File: src/rtl/tmr16_pkg.sv
`timescale 1ns/1ps
package tmr16_pkg;
    localparam int ADDR_W = 3;
    localparam int MODE_W = 4;

    localparam logic [ADDR_W-1:0] A_CTRL   = 3'd0;
    localparam logic [ADDR_W-1:0] A_CNT_LO = 3'd1;
    localparam logic [ADDR_W-1:0] A_CNT_HI = 3'd2;
    localparam logic [ADDR_W-1:0] A_CMP_LO = 3'd3;
    localparam logic [ADDR_W-1:0] A_CMP_HI = 3'd4;
    localparam logic [ADDR_W-1:0] A_MODE   = 3'd5;
    localparam logic [ADDR_W-1:0] A_FLAGS  = 3'd6;

    localparam int CTL_EN    = 0;
    localparam int CTL_EXT   = 1;
    localparam int CTL_ASYNC = 2;
    localparam int CTL_PS_LO = 4;
    localparam int CTL_WIDE  = 7;

    localparam logic [MODE_W-1:0] MODE_RESTART = 4'b1011;
endpackage

File: src/rtl/tmr16_clksel.sv
`timescale 1ns/1ps
module tmr16_clksel #(
    parameter int SYNC_STAGES = 2
) (
    input  logic clk,
    input  logic rst_n,
    input  logic ext_clk,
    input  logic use_ext,
    input  logic bypass_sync,
    output logic tick
);
    typedef struct packed {
        logic [SYNC_STAGES-1:0] sync;
        logic                   prev;
    } cs_t;

    cs_t st_q, st_d;
    logic sel;

    always_comb begin
        st_d      = st_q;
        sel       = bypass_sync ? st_q.sync[0] : st_q.sync[SYNC_STAGES-1];
        st_d.sync = {st_q.sync[SYNC_STAGES-2:0], ext_clk};
        st_d.prev = sel;
        tick      = use_ext ? (sel & ~st_q.prev) : 1'b1;
    end

    always_ff @(posedge clk or negedge rst_n) begin
        if (!rst_n) st_q <= '0;
        else        st_q <= st_d;
    end

    // an edge detector never yields two ticks in a row
    p_ext_tick_single_r4: assert property (@(posedge clk) disable iff (!rst_n)
        (use_ext && tick) |=> (!use_ext || !tick));
endmodule

File: src/rtl/tmr16_prescale.sv
`timescale 1ns/1ps
module tmr16_prescale #(
    parameter int PS_W = 2
) (
    input  logic            clk,
    input  logic            rst_n,
    input  logic            en,
    input  logic            tick,
    input  logic            clr,
    input  logic [PS_W-1:0] ps,
    output logic            step
);
    localparam int PRE_W = (1 << PS_W) - 1;

    typedef struct packed {
        logic [PRE_W-1:0] pre;
    } ps_t;

    ps_t st_q, st_d;
    logic [PRE_W-1:0] lim;

    always_comb begin
        st_d = st_q;
        lim  = PRE_W'((1 << ps) - 1);
        step = 1'b0;
        if (clr) begin
            st_d.pre = '0;
        end else if (en && tick) begin
            if (st_q.pre >= lim) begin
                st_d.pre = '0;
                step     = 1'b1;
            end else begin
                st_d.pre = st_q.pre + 1'b1;
            end
        end
    end

    always_ff @(posedge clk or negedge rst_n) begin
        if (!rst_n) st_q <= '0;
        else        st_q <= st_d;
    end

    // right after a restart at the largest ratio no increment may follow
    p_clr_restarts_r8: assert property (@(posedge clk) disable iff (!rst_n)
        (clr && ps == '1) |=> (ps != '1 || !step));
    // no increment while disabled
    p_no_step_off_r2: assert property (@(posedge clk) disable iff (!rst_n)
        !en |-> !step);
endmodule

File: src/rtl/tmr16_core.sv
`timescale 1ns/1ps
module tmr16_core
    import tmr16_pkg::*;
#(
    parameter int DATA_W = 8
) (
    input  logic              clk,
    input  logic              rst_n,
    input  logic              bus_wr,
    input  logic              bus_rd,
    input  logic [ADDR_W-1:0] bus_addr,
    input  logic [DATA_W-1:0] bus_wdata,
    input  logic              step,
    output logic [DATA_W-1:0] ctrl,
    output logic              cnt_wr,
    output logic [DATA_W-1:0] bus_rdata,
    output logic              irq_ovf,
    output logic              evt_match
);
    localparam int CNT_W = 2 * DATA_W;

    typedef struct packed {
        logic [DATA_W-1:0] ctrl;
        logic [MODE_W-1:0] mode;
        logic [CNT_W-1:0]  cmp;
        logic [CNT_W-1:0]  cnt;
        logic [DATA_W-1:0] hbuf;
        logic              ovf;
        logic              evt;
    } core_t;

    core_t st_q, st_d;
    logic wide, restart, hit, ovf_set;

    always_comb begin
        st_d    = st_q;
        wide    = st_q.ctrl[CTL_WIDE];
        restart = (st_q.mode == MODE_RESTART);
        hit     = (st_q.cnt == st_q.cmp);
        cnt_wr  = bus_wr && (bus_addr == A_CNT_LO || (bus_addr == A_CNT_HI && !wide));
        ovf_set = 1'b0;
        st_d.evt = 1'b0;

        if (bus_wr) begin
            case (bus_addr)
                A_CTRL:   st_d.ctrl = bus_wdata;
                A_CMP_LO: st_d.cmp[DATA_W-1:0] = bus_wdata;
                A_CMP_HI: st_d.cmp[CNT_W-1:DATA_W] = bus_wdata;
                A_MODE:   st_d.mode = bus_wdata[MODE_W-1:0];
                A_FLAGS:  st_d.ovf = st_q.ovf & bus_wdata[0];
                A_CNT_HI: begin
                    if (wide) st_d.hbuf = bus_wdata;
                    else      st_d.cnt[CNT_W-1:DATA_W] = bus_wdata;
                end
                A_CNT_LO: begin
                    if (wide) st_d.cnt = {st_q.hbuf, bus_wdata};
                    else      st_d.cnt[DATA_W-1:0] = bus_wdata;
                end
                default: ;
            endcase
        end

        if (bus_rd && bus_addr == A_CNT_LO && wide)
            st_d.hbuf = st_q.cnt[CNT_W-1:DATA_W];

        if (step && !cnt_wr) begin
            ovf_set = (st_q.cnt == '1);
            if (restart && hit) begin
                st_d.cnt = '0;
                st_d.evt = 1'b1;
            end else begin
                st_d.cnt = st_q.cnt + 1'b1;
            end
        end
        st_d.ovf = st_d.ovf | ovf_set;
    end

    always_ff @(posedge clk or negedge rst_n) begin
        if (!rst_n) st_q <= '0;
        else        st_q <= st_d;
    end

    always_comb begin
        case (bus_addr)
            A_CTRL:   bus_rdata = st_q.ctrl;
            A_CNT_LO: bus_rdata = st_q.cnt[DATA_W-1:0];
            A_CNT_HI: bus_rdata = wide ? st_q.hbuf : st_q.cnt[CNT_W-1:DATA_W];
            A_CMP_LO: bus_rdata = st_q.cmp[DATA_W-1:0];
            A_CMP_HI: bus_rdata = st_q.cmp[CNT_W-1:DATA_W];
            A_MODE:   bus_rdata = DATA_W'(st_q.mode);
            A_FLAGS:  bus_rdata = DATA_W'(st_q.ovf);
            default:  bus_rdata = '0;
        endcase
    end

    assign ctrl      = st_q.ctrl;
    assign irq_ovf   = st_q.ovf;
    assign evt_match = st_q.evt;

    // the flag stays set unless software writes the flags register
    p_ovf_sticky_r9: assert property (@(posedge clk) disable iff (!rst_n)
        (st_q.ovf && !(bus_wr && bus_addr == A_FLAGS)) |=> st_q.ovf);
    // the event coincides with a zero count
    p_match_zero_r10: assert property (@(posedge clk) disable iff (!rst_n)
        st_q.evt |-> (st_q.cnt == '0));
    // an event only follows the restart code
    p_evt_mode_r10: assert property (@(posedge clk) disable iff (!rst_n)
        st_q.evt |-> ($past(st_q.mode) == MODE_RESTART));
    // a direct high-byte write keeps the low byte
    p_narrow_hi_keeps_lo_r7: assert property (@(posedge clk) disable iff (!rst_n)
        (bus_wr && bus_addr == A_CNT_HI && !wide) |=> $stable(st_q.cnt[DATA_W-1:0]));
    // a disabled timer holds its count
    p_hold_when_off_r2: assert property (@(posedge clk) disable iff (!rst_n)
        (!st_q.ctrl[CTL_EN] && !cnt_wr) |=> $stable(st_q.cnt));
endmodule

File: src/rtl/tmr16_buf.sv
`timescale 1ns/1ps
module tmr16_buf
    import tmr16_pkg::*;
#(
    parameter int DATA_W      = 8,
    parameter int PS_W        = 2,
    parameter int SYNC_STAGES = 2
) (
    input  logic              clk,
    input  logic              rst_n,
    input  logic              ext_clk,
    input  logic              bus_wr,
    input  logic              bus_rd,
    input  logic [2:0]        bus_addr,
    input  logic [DATA_W-1:0] bus_wdata,
    output logic [DATA_W-1:0] bus_rdata,
    output logic              irq_ovf,
    output logic              evt_match
);
    logic [DATA_W-1:0] ctrl;
    logic              tick, step, cnt_wr;

    tmr16_clksel #(.SYNC_STAGES(SYNC_STAGES)) u_clksel (
        .clk         (clk),
        .rst_n       (rst_n),
        .ext_clk     (ext_clk),
        .use_ext     (ctrl[CTL_EXT]),
        .bypass_sync (ctrl[CTL_ASYNC]),
        .tick        (tick)
    );

    tmr16_prescale #(.PS_W(PS_W)) u_pre (
        .clk   (clk),
        .rst_n (rst_n),
        .en    (ctrl[CTL_EN]),
        .tick  (tick),
        .clr   (cnt_wr),
        .ps    (ctrl[CTL_PS_LO +: PS_W]),
        .step  (step)
    );

    tmr16_core #(.DATA_W(DATA_W)) u_core (
        .clk       (clk),
        .rst_n     (rst_n),
        .bus_wr    (bus_wr),
        .bus_rd    (bus_rd),
        .bus_addr  (bus_addr),
        .bus_wdata (bus_wdata),
        .step      (step),
        .ctrl      (ctrl),
        .cnt_wr    (cnt_wr),
        .bus_rdata (bus_rdata),
        .irq_ovf   (irq_ovf),
        .evt_match (evt_match)
    );
endmodule

File: config.mk
export PLATFORM = sky130hd
export DESIGN_NAME = tmr16_buf
export DESIGN_NICKNAME = d
export VERILOG_FILES = /design/src/rtl/tmr16_pkg.sv /design/src/rtl/tmr16_clksel.sv /design/src/rtl/tmr16_prescale.sv /design/src/rtl/tmr16_core.sv /design/src/rtl/tmr16_buf.sv
export SDC_FILE = /design/constraint.sdc
export NUM_CORES = 1
export LEC_CHECK = 0
export BUFFER_PORTS_ARGS = -buffer_cell sky130_fd_sc_hd__buf_2
export CAP_MARGIN = 40
export CORE_UTILIZATION = 45
export CTS_BUF_LIST = sky130_fd_sc_hd__clkbuf_16
export CTS_CLUSTER_SIZE = 12
export DETAILED_ROUTE_END_ITERATION = 10
export PLACE_DENSITY = 0.73
export RECOVER_POWER = 25
export SLEW_MARGIN = 25
export SYNTH_ARGS = -nofsm -noshare
export SYNTH_HDL_FRONTEND = slang
export SYNTH_SLANG_ARGS = --single-unit
File: constraint.sdc
create_clock -name clk -period 3.8 [get_ports clk]
set_clock_uncertainty 0.2 [all_clocks]
set_input_delay 0 -clock clk [delete_from_list [all_inputs] [get_ports clk]]
set_output_delay 0 -clock clk [all_outputs]
set_load 0.05 [all_outputs]
Word level (Yosys, flattened, before mapping)
Cells that the tools add are included.

operators by class
  add/subtract/negate cells = 3
  magnitude comparators = 1
  equal/unequal tests = 10
  shift-type cells = 1
  multiplexer cells = 23
  bitwise gates (word level) = 4
  reduce and logical (&&, ||, !) cells = 25

operators by type and width
  kind                   count
  $pmux 8 s7             1
  $mux 8                 6
  $mux 16                2
  $mux 25                1
  $add 16x1->16 const B  1
  $eq 16x16->1           1
  $eq 16x16->1 const B   1
  $pmux 8 s2             1
  $reduce_bool 2->1      6
  $reduce_and 2->1       5
  $eq 3x3->1 const B     3
  $mux 1                 9
  $mux 3                 3
  $logic_and 1x1->1      7
  $eq 3x2->1 const B     2
  $reduce_and 3->1       2
  $eq 4x4->1 const B     1
  $add 3x1->3 const B    1
  $eq 3x1->1 const B     1
  $ge 3x3->1             1
  $logic_not 3->1        1
  $ne 3x3->1 const B     1
  $reduce_bool 3->1      1
  $shl 1x2->3 const A    1
  6 further kinds        8

storage, ports and cells
  flip-flop bits (word level) = 60
  bits of input ports = 16
  output and inout bits = 10
  logic and storage cells = 79

Longest topological paths before layout
Gate-level depths: netlist of the first run.

  depth after elaboration = 9
  mapped depth = 9

By module
Synthesis of the first run repeated with hierarchy kept, for this count alone.

unflattened totals
  cell total of the unflattened synthesis = 381
  area, all modules = 3,784.9 um^2

by module, submodules not included
  module          instances  cells an instance  area an instance (um^2)  seq. area each (um^2)
  tmr16_core      1          349                3,447.1                  1,351.3
  tmr16_prescale  1          26                 234.0                    75.1
  tmr16_clksel    1          6                  103.8                    75.1

Worst setup path after synthesis of the first run
OpenSTA, ideal clock, no wires.

  path type = flip-flop to flip-flop
  start = register u_core.st_q, in the netlist u_core.ctrl[4]
  end = register u_core.st_q[23] (netlist bit)
  setup time = 0.086 ns
  arrival = 2.437 ns
  slack = 1.077 ns
  cell stages (with the launch flop) = 10
  buffers on the path = 1
  period minus slack after synthesis = 2.723 ns
  cell sequence = dfrtp_1 or2_2 ha_1 nand2b_4 a211oi_4 or3_1 buf_6 or4_1 a21o_1 a32oi_2

on the way
  cells in the longest elaborated chain, start to end = 9

RTL lines
  element                                                    line                  RTL
  start: declaration                                         tmr16_core.sv:32      core_t st_q, st_d;
  start signal: assignment                                   tmr16_core.sv:80      else st_q <= st_d;
  $shl 1x2->3 (*)                                            tmr16_prescale.sv:24  lim = PRE_W'((1 << ps) - 1);
  $sub 3x2->3 (*)                                            tmr16_prescale.sv:24
  $ge 3x3->1 (*)                                             tmr16_prescale.sv:29  if (st_q.pre >= lim) begin
  $mux 1 (*)                                                 tmr16_prescale.sv:29
  $mux 1 (*)                                                 tmr16_prescale.sv:28  end else if (en && tick) begin
  $mux 1 (*)                                                 tmr16_prescale.sv:26  if (clr) begin
  $logic_and 1x1->1 (*)                                      tmr16_core.sv:66      if (step && !cnt_wr) begin
  $ne 3x3->1 (no source line), or another cell as far along  n/a
  $reduce_and 3->1 (no source line)                          n/a

Every way passes the cells marked *; elsewhere a longest branch is shown, timed or not.
A chain may end at the register's enable or synchronous reset.

Worst setup path in the final report of the first run
Ends and elaborated chain as after synthesis.

==> impl_metrics.yaml, run 1 <==
routing:
  drt_wl_total_microns: 10200
  drt_iter0_drc: 552
  drc: 0
  vias: 3170
  avgRoutedWirePerCell_microns: 20.3
  drtPass1Iterations: 6
  via_per_inst: 6.29
  antenna_left: 0
setup_path:
  critPathSlowestCell: "or4_1"
  crit_required_ns: 3.85
  start_kind: "register"
  reg2reg_depth: 8
  cp_max_fo: 10
  arrival_ns: 2.90
  critical_path.max_stage_delay_ns: 0.54
  r2r_setup_slack_ns: 0.95
  crit_type: "reg -> reg"
  cp-end-kind: "register"
  cp_cell_sequence: "or2_2, ha_1, nand2b_4, a211oi_4, or3_1, or4_1, a21o_1, a32oi_2"
die:
  start_util_pct: 47.3
  core_area_sq_mm: 0.00789
  rows: 32
  fp.dieH_microns: 93.0
  die_w_microns: 93.0
  io_pins: 26
  die-area_sq_mm: 0.00865
clock_tree:
  ctsHtreeMaxLevel: 3
  cts_buffers: 9
  cts_root_buf: "clkbuf_16"
  cts_tree: "done"
  worst_skew_pair.late_latency_ns: 0.33
  clk_path_buf_depth: 2
  path_clk_slew_ns: 0.05
  clock_sinks: 60
  post_cts_buffers: 0
  post_cts_resized: 0
placement:
  place_worst_setup_slack_ns: 0.945
  port_buffers: 25
  hpwl_microns: 7150
  gp_congestion: 0.961
global_routing:
  grt.total_usage_pct: 25.3
  grt_pass1_vias: 3067
  grt_max_degree: 61
  grt_first_pass_wirelength_microns: 16400
  antenna_found_initial: 0
  grt_overflow: 0
timing:
  final_max_slew_viol_count: 0
  finalSetupTns_ns: 0
  fin_crit_ns: 2.85
  finalHoldViolCount: 0
  finalCritPeriodShare_pct: 75.0
  worst_pin_slew_ns: 1.50
  slew_headroom_pct: 0.184
  maxClockFrequency_mhz: 351
  setup_viol: 0
  setup_ws_ns: 0.949
  grt_setup_unrepaired: "no"
synthesis:
  synth-main-ff-cell: "dfrtp_1"
  async_flop_share_pct: 100
  synth.distinct_cells: 62
  ys_seq_area_share_pct: 40.3
  ys_ff_latch: 60
  syn_area_sq_mm: 0.00373
  synth_cells: 377
  ys_warn_count: 0
  synth_edf_count: 0
  syn_nets: 398
  postSynthAreaPerCell_sq_um: 9.89
layout:
  syn2layout_area_growth_pct: 13.3
  diodes: 0
  drive_above_1_share_pct: 21.1
  seq_area_sq_mm: 0.00150
  final_nets: 418
  fillers: 720
  final_cell_mix: "dfrtp_1, nand2_1, mux2_2"
  fin_util_pct: 53.6
  multi_input_area_sq_mm: 0.00205
  final_common_cell: "dfrtp_1"
power:
  power_leakage_nw: 1.82
  p_total_w: 0.00265
  p_per_area_mw_per_mm2: 627
  peakVddDrop_mv: 0.312
outcome:
  status: "finished, violations left"
  violations: "capacitance limit"
hold_path:
  hold_class: "in -> reg"
  hold_depth: 4
job:
  drv_cap: 1
==> where the power goes <==
group / internal (W) / switching (W)
Combinational: 0.000386 / 0.000496
Clock: 0.000430 / 0.000280
Sequential: 0.000815 / 0.000240
Total: 0.00163 / 0.00102
==> critical path: cells and delay by family, from the launching register on <==
kind	cells	cell delay, ns
adders and majority gates	1	0.28
and+or+nand+nor	4	1.49
DFF	1	0.40
AOI/OAI and AO/OA	3	0.41
==> synthesized netlist by cell type (4+ instances only) <==
cell,instances,area (sq um)
nand3_1,7,35.0
a22oi_1,9,67.6
mux2i_1,14,140
nor4_1,5,31.3
xor2_1,13,114
nand2_1,35,131
and3_1,9,56.3
nor3b_1,5,37.5
dfrtp_1,60,1500
a221o_1,6,60.1
a211oi_1,4,30.0
ha_1,5,62.6
nand4_1,5,31.3
clkbuf_1,16,60.1
nor2b_1,5,31.3
inv_1,7,26.3
nor2_1,22,82.6
a21oi_1,12,60.1
or4_1,4,30.0
buf_1,4,15.0
mux2_2,34,383
o21ai_0,31,155
==> cell type report <==
cell class / instances / area share, %
multi-input cells: 281 / 48.5
clock buffers: 9 / 5.33
repair buffers: 38 / 6.13
flip-flops and latches: 60 / 35.5
clock inverters: 7 / 0.859
well taps: 102 / 3.02
inverters: 7 / 0.622
==> final timing paths <==
kind,end,from
hold reg to reg,u_clksel.st_q[2],u_clksel.st_d[2]
max in group asynchronous,u_core.st_q[12],rst_n
setup / recovery,u_core.st_q[23],u_core.ctrl[4]
hold / removal,u_core.irq_ovf,bus_addr[2]
min in group asynchronous,u_core.st_q[23],rst_n
setup reg to reg,u_core.st_q[23],u_core.ctrl[4]
==> cells by family after synthesis <==
kind of cell    after synthesis  share of synthesized area (%)
compound gates               93                           17.6
buf+inv                      36                           4.80
flops                        60                           40.3
simple gates                117                           16.9
xor+xnor                     16                           3.76
fa+ha+maj                     5                           1.68
mux                          50                           15.0
==> flip-flops by register name (all words and copies together) (netlist names) <==
name,cells
u_core.st_q,44
u_core.ctrl,8
u_pre.st_q,3
u_clksel.st_q,2
u_clksel.st_d,1
u_core.evt_match,1
u_core.irq_ovf,1
==> routing by layer <==
metal | global-route usage [%] | share of wire (%)
met1 | 35.1 | 42
met2 | 39.4 | 46
met3 | 5.77 | 8.6
met4 | 7.95 | 2.7
met5 | 0 | 0
==> through the flow <==
| step | hold slack [ns] | cells | area, sq um |
|---|---|---|---|
| floorplan | -0.496 | 377 | 3730 |
| global placement | -0.0893 | 476 | 3840 |
| detailed placement | -0.0895 | 476 | 3840 |
| CTS | 0.0439 | 503 | 4210 |
| global route | 0.0816 | 504 | 4220 |
| finish | 0.0581 | 504 | 4220 |
==> repair_timing <==
item | 4_1_cts | 5_1_grt
hold buffers | 11 | 0
setup endpoints to repair | 0 | 0
endpoints found under the hold margin | 109 | 0
Power figures use the tool's default switching activity.
==> inputs of run 2 (changes only) <==
ABC_AREA = 1   (was unset)
PLACE_DENSITY = 0.76   (was 0.73)
clock period = 2.55 ns   (was 3.8 ns; I/O delays follow)
==> impl_metrics.yaml, run 2 <==
outcome:
  status: "finished clean"
synthesis:
  ys_ff_latch: 60
  synth_most_common_cell: "nand2_1"
  syn_nets: 570
  synth_edf_count: 0
  netlist_top_cells_area: "dfrtp_1, nand2_1, o21ai_0"
  async_flop_share_pct: 100
  yosys.area.top_type: "dfrtp_1"
  ys_seq_area_share_pct: 39.3
  synth_cells: 549
  netlist.area_leader.share_pct: 39.3
  postSynthAreaPerCell_sq_um: 6.97
  synth-main-ff-cell: "dfrtp_1"
  syn_area_sq_mm: 0.00382
  ys_top_cells_by_count: "nand2_1, inv_1, dfrtp_1"
  synth.distinct_cells: 36
  ys_warn_count: 0
clock_tree:
  cts_root_buf: "clkbuf_16"
  worst_skew_pair.late_latency_ns: 0.34
  cts_tree: "done"
  cts_buffers: 9
  ctsHtreeMaxLevel: 3
  path_clk_slew_ns: 0.06
  clk_path_buf_depth: 2
  clock_sinks: 60
layout:
  final_nets: 609
  regMostFlops: "u_core.st_q"
  final_cell_mix: "nand2_1, inv_1, dfrtp_1"
  largest_reg_flops: 44
  final_common_cell: "nand2_1"
  diodes: 0
  syn2layout_area_growth_pct: 17.8
  stdcell_count: 698
  drive_above_1_share_pct: 11.3
setup_path:
  critical_path.max_stage_delay_ns: 0.41
  cp-startpoint: "u_core.ctrl[4]"
  rr_endpoint: "u_core.st_q[15]"
  cp_num_buf_inv: 1
  cp_cell_sequence: "or2_2, ha_1, nand3_1, nand3_1, nand3_2, nor2_4, inv_2, o21ai_0, a21oi_1"
  reg2reg_depth: 9
  cp-end-kind: "register"
  crit_family: "simple AND/OR/NAND/NOR gates"
  critPathSlowestCell: "dfrtp_1"
  start_kind: "register"
  r2r-start: "u_core.ctrl[4]"
  crit_required_ns: 2.54
  arrival_ns: 2.38
  r2r_setup_slack_ns: 0.16
  cp_max_fo: 16
  crit_type: "reg -> reg"
  crit_top_cell: "nand3_1"
timing:
  finalCritPeriodShare_pct: 93.6
  finalHoldViolCount: 0
  fin_crit_ns: 2.39
  maxClockFrequency_mhz: 419
  slew_headroom_pct: 1.25
  setup_ws_ns: 0.163
  final_max_slew_viol_count: 0
  worst_pin_slew_ns: 1.48
  finalSetupTns_ns: 0
  setup_viol: 0
  grt_setup_unrepaired: "no"
job:
  drv_cap: 0
placement:
  port_buffers: 25
  place_worst_setup_slack_ns: 0.172
  hpwl_microns: 8870
  gp_congestion: 0.993
  dp.cells: 667
die:
  core_area_sq_mm: 0.00822
  io_pins: 26
  start_util_pct: 46.6
  rows: 33
  die-area_sq_mm: 0.00887
  fp.dieH_microns: 94.2
  die_w_microns: 94.2
power:
  power_leakage_nw: 2.26
  peakVddDrop_mv: 0.368
  p_total_w: 0.00472
  p_per_area_mw_per_mm2: 1050
routing:
  vias: 3927
  antenna_left: 0
  via_per_inst: 5.63
  drtPass1Iterations: 6
  drc: 0
  drt_wl_total_microns: 11900
  drt_iter0_drc: 383
  avgRoutedWirePerCell_microns: 17.1
global_routing:
  grt_max_degree: 35
  grt_first_pass_wirelength_microns: 19400
  grt_overflow: 0
  grt_pass1_vias: 3767
  grt.total_usage_pct: 29.6
  antenna_found_initial: 0
hold_path:
  hold_depth: 5
  hp-start: "bus_addr[2]"
  hold_path_end: "u_core.st_q[42]"
  hold_class: "in -> reg"
run 2: cell count changes in the layout (fill, tap and decap cells not counted), moves of 15 or more:
cell | before | now
inv_1 | 9 | 63
nand3_1 | 7 | 23
mux2_2 | 34 | 0
nand2_1 | 35 | 164
a21oi_1 | 12 | 27
o21ai_0 | 31 | 56
nor2_1 | 22 | 57
run 2: what timing repair did:
item,4_1_cts,5_1_grt
resized for setup,0,1
endpoints found under the setup margin,0,1
hold endpoints to repair,105,0
setup buffers,0,1
hold buffers,14,0
run 2: cell type report:
type                            instances  area, sq um
Timing Repair Buffer                   49          338
Clock buffer                            9          225
Multi-Input combinational cell        400         1960
Inverter                               68          255
Tap cell                              105          131
Fill cell                             777         3710
Sequential cell                        60         1500
Clock inverter                          7         98.8
run 2: per-layer routing:
layer | share of wire, % | global-route usage, % | vias to the layer above | routed length, microns
li1 | - | - | 1847 | -
met1 | 44 | 40.1 | 1820 | 5290
met2 | 43 | 43.7 | 209 | 5140
met3 | 8.1 | 6.63 | 51 | 973
met4 | 4.6 | 15.4 | 0 | 544
met5 | 0 | 0 | - | 0
run 2: worst max path at each step:
stage / to / slack, ns / depth (start not counted)
floorplan: u_core.st_q[10] / 0.47 / 10
global placement: u_core.st_q[15] / 0.23 / 9
detailed placement: u_core.st_q[15] / 0.17 / 9
CTS: u_core.st_q[15] / 0.15 / 9
global route: u_core.st_q[15] / 0.04 / 11
finish: u_core.st_q[15] / 0.16 / 9
run 2: metrics by stage:
stage                     util, %  hold slack, ns  cell area (sq um)
after floorplan                 -          -0.496               3820
after global placement       49.2          -0.146               4050
after detailed placement     49.2          -0.141               4050
after CTS                    54.9          0.0488               4510
after global routing         54.9           0.125               4510
final                        54.9          0.0913               4510
run 2: kinds of logic after synthesis:
logic type	synth area share, %
adders and majority gates	1.64
xor gates and xnor gates	3.43
and+or+nand+nor	30.3
buffers and inverters	9.72
AOI/OAI and AO/OA	15.7
DFF	39.3
run 2: tightest hold or removal path, stage by stage:
cell and delay, ns:
buf_2 0.13, nand2_1 0.07, inv_1 0.07, nand2_1 0.19, o21ai_0 0.10
run 2: where the power goes:
part	internal (W)	leakage, nW	switching, W	total, W
logic	0.000618	1.36	0.00112	0.00174
registers	0.00124	0.742	0.000404	0.00165
clock network	0.000860	0.156	0.000473	0.00133
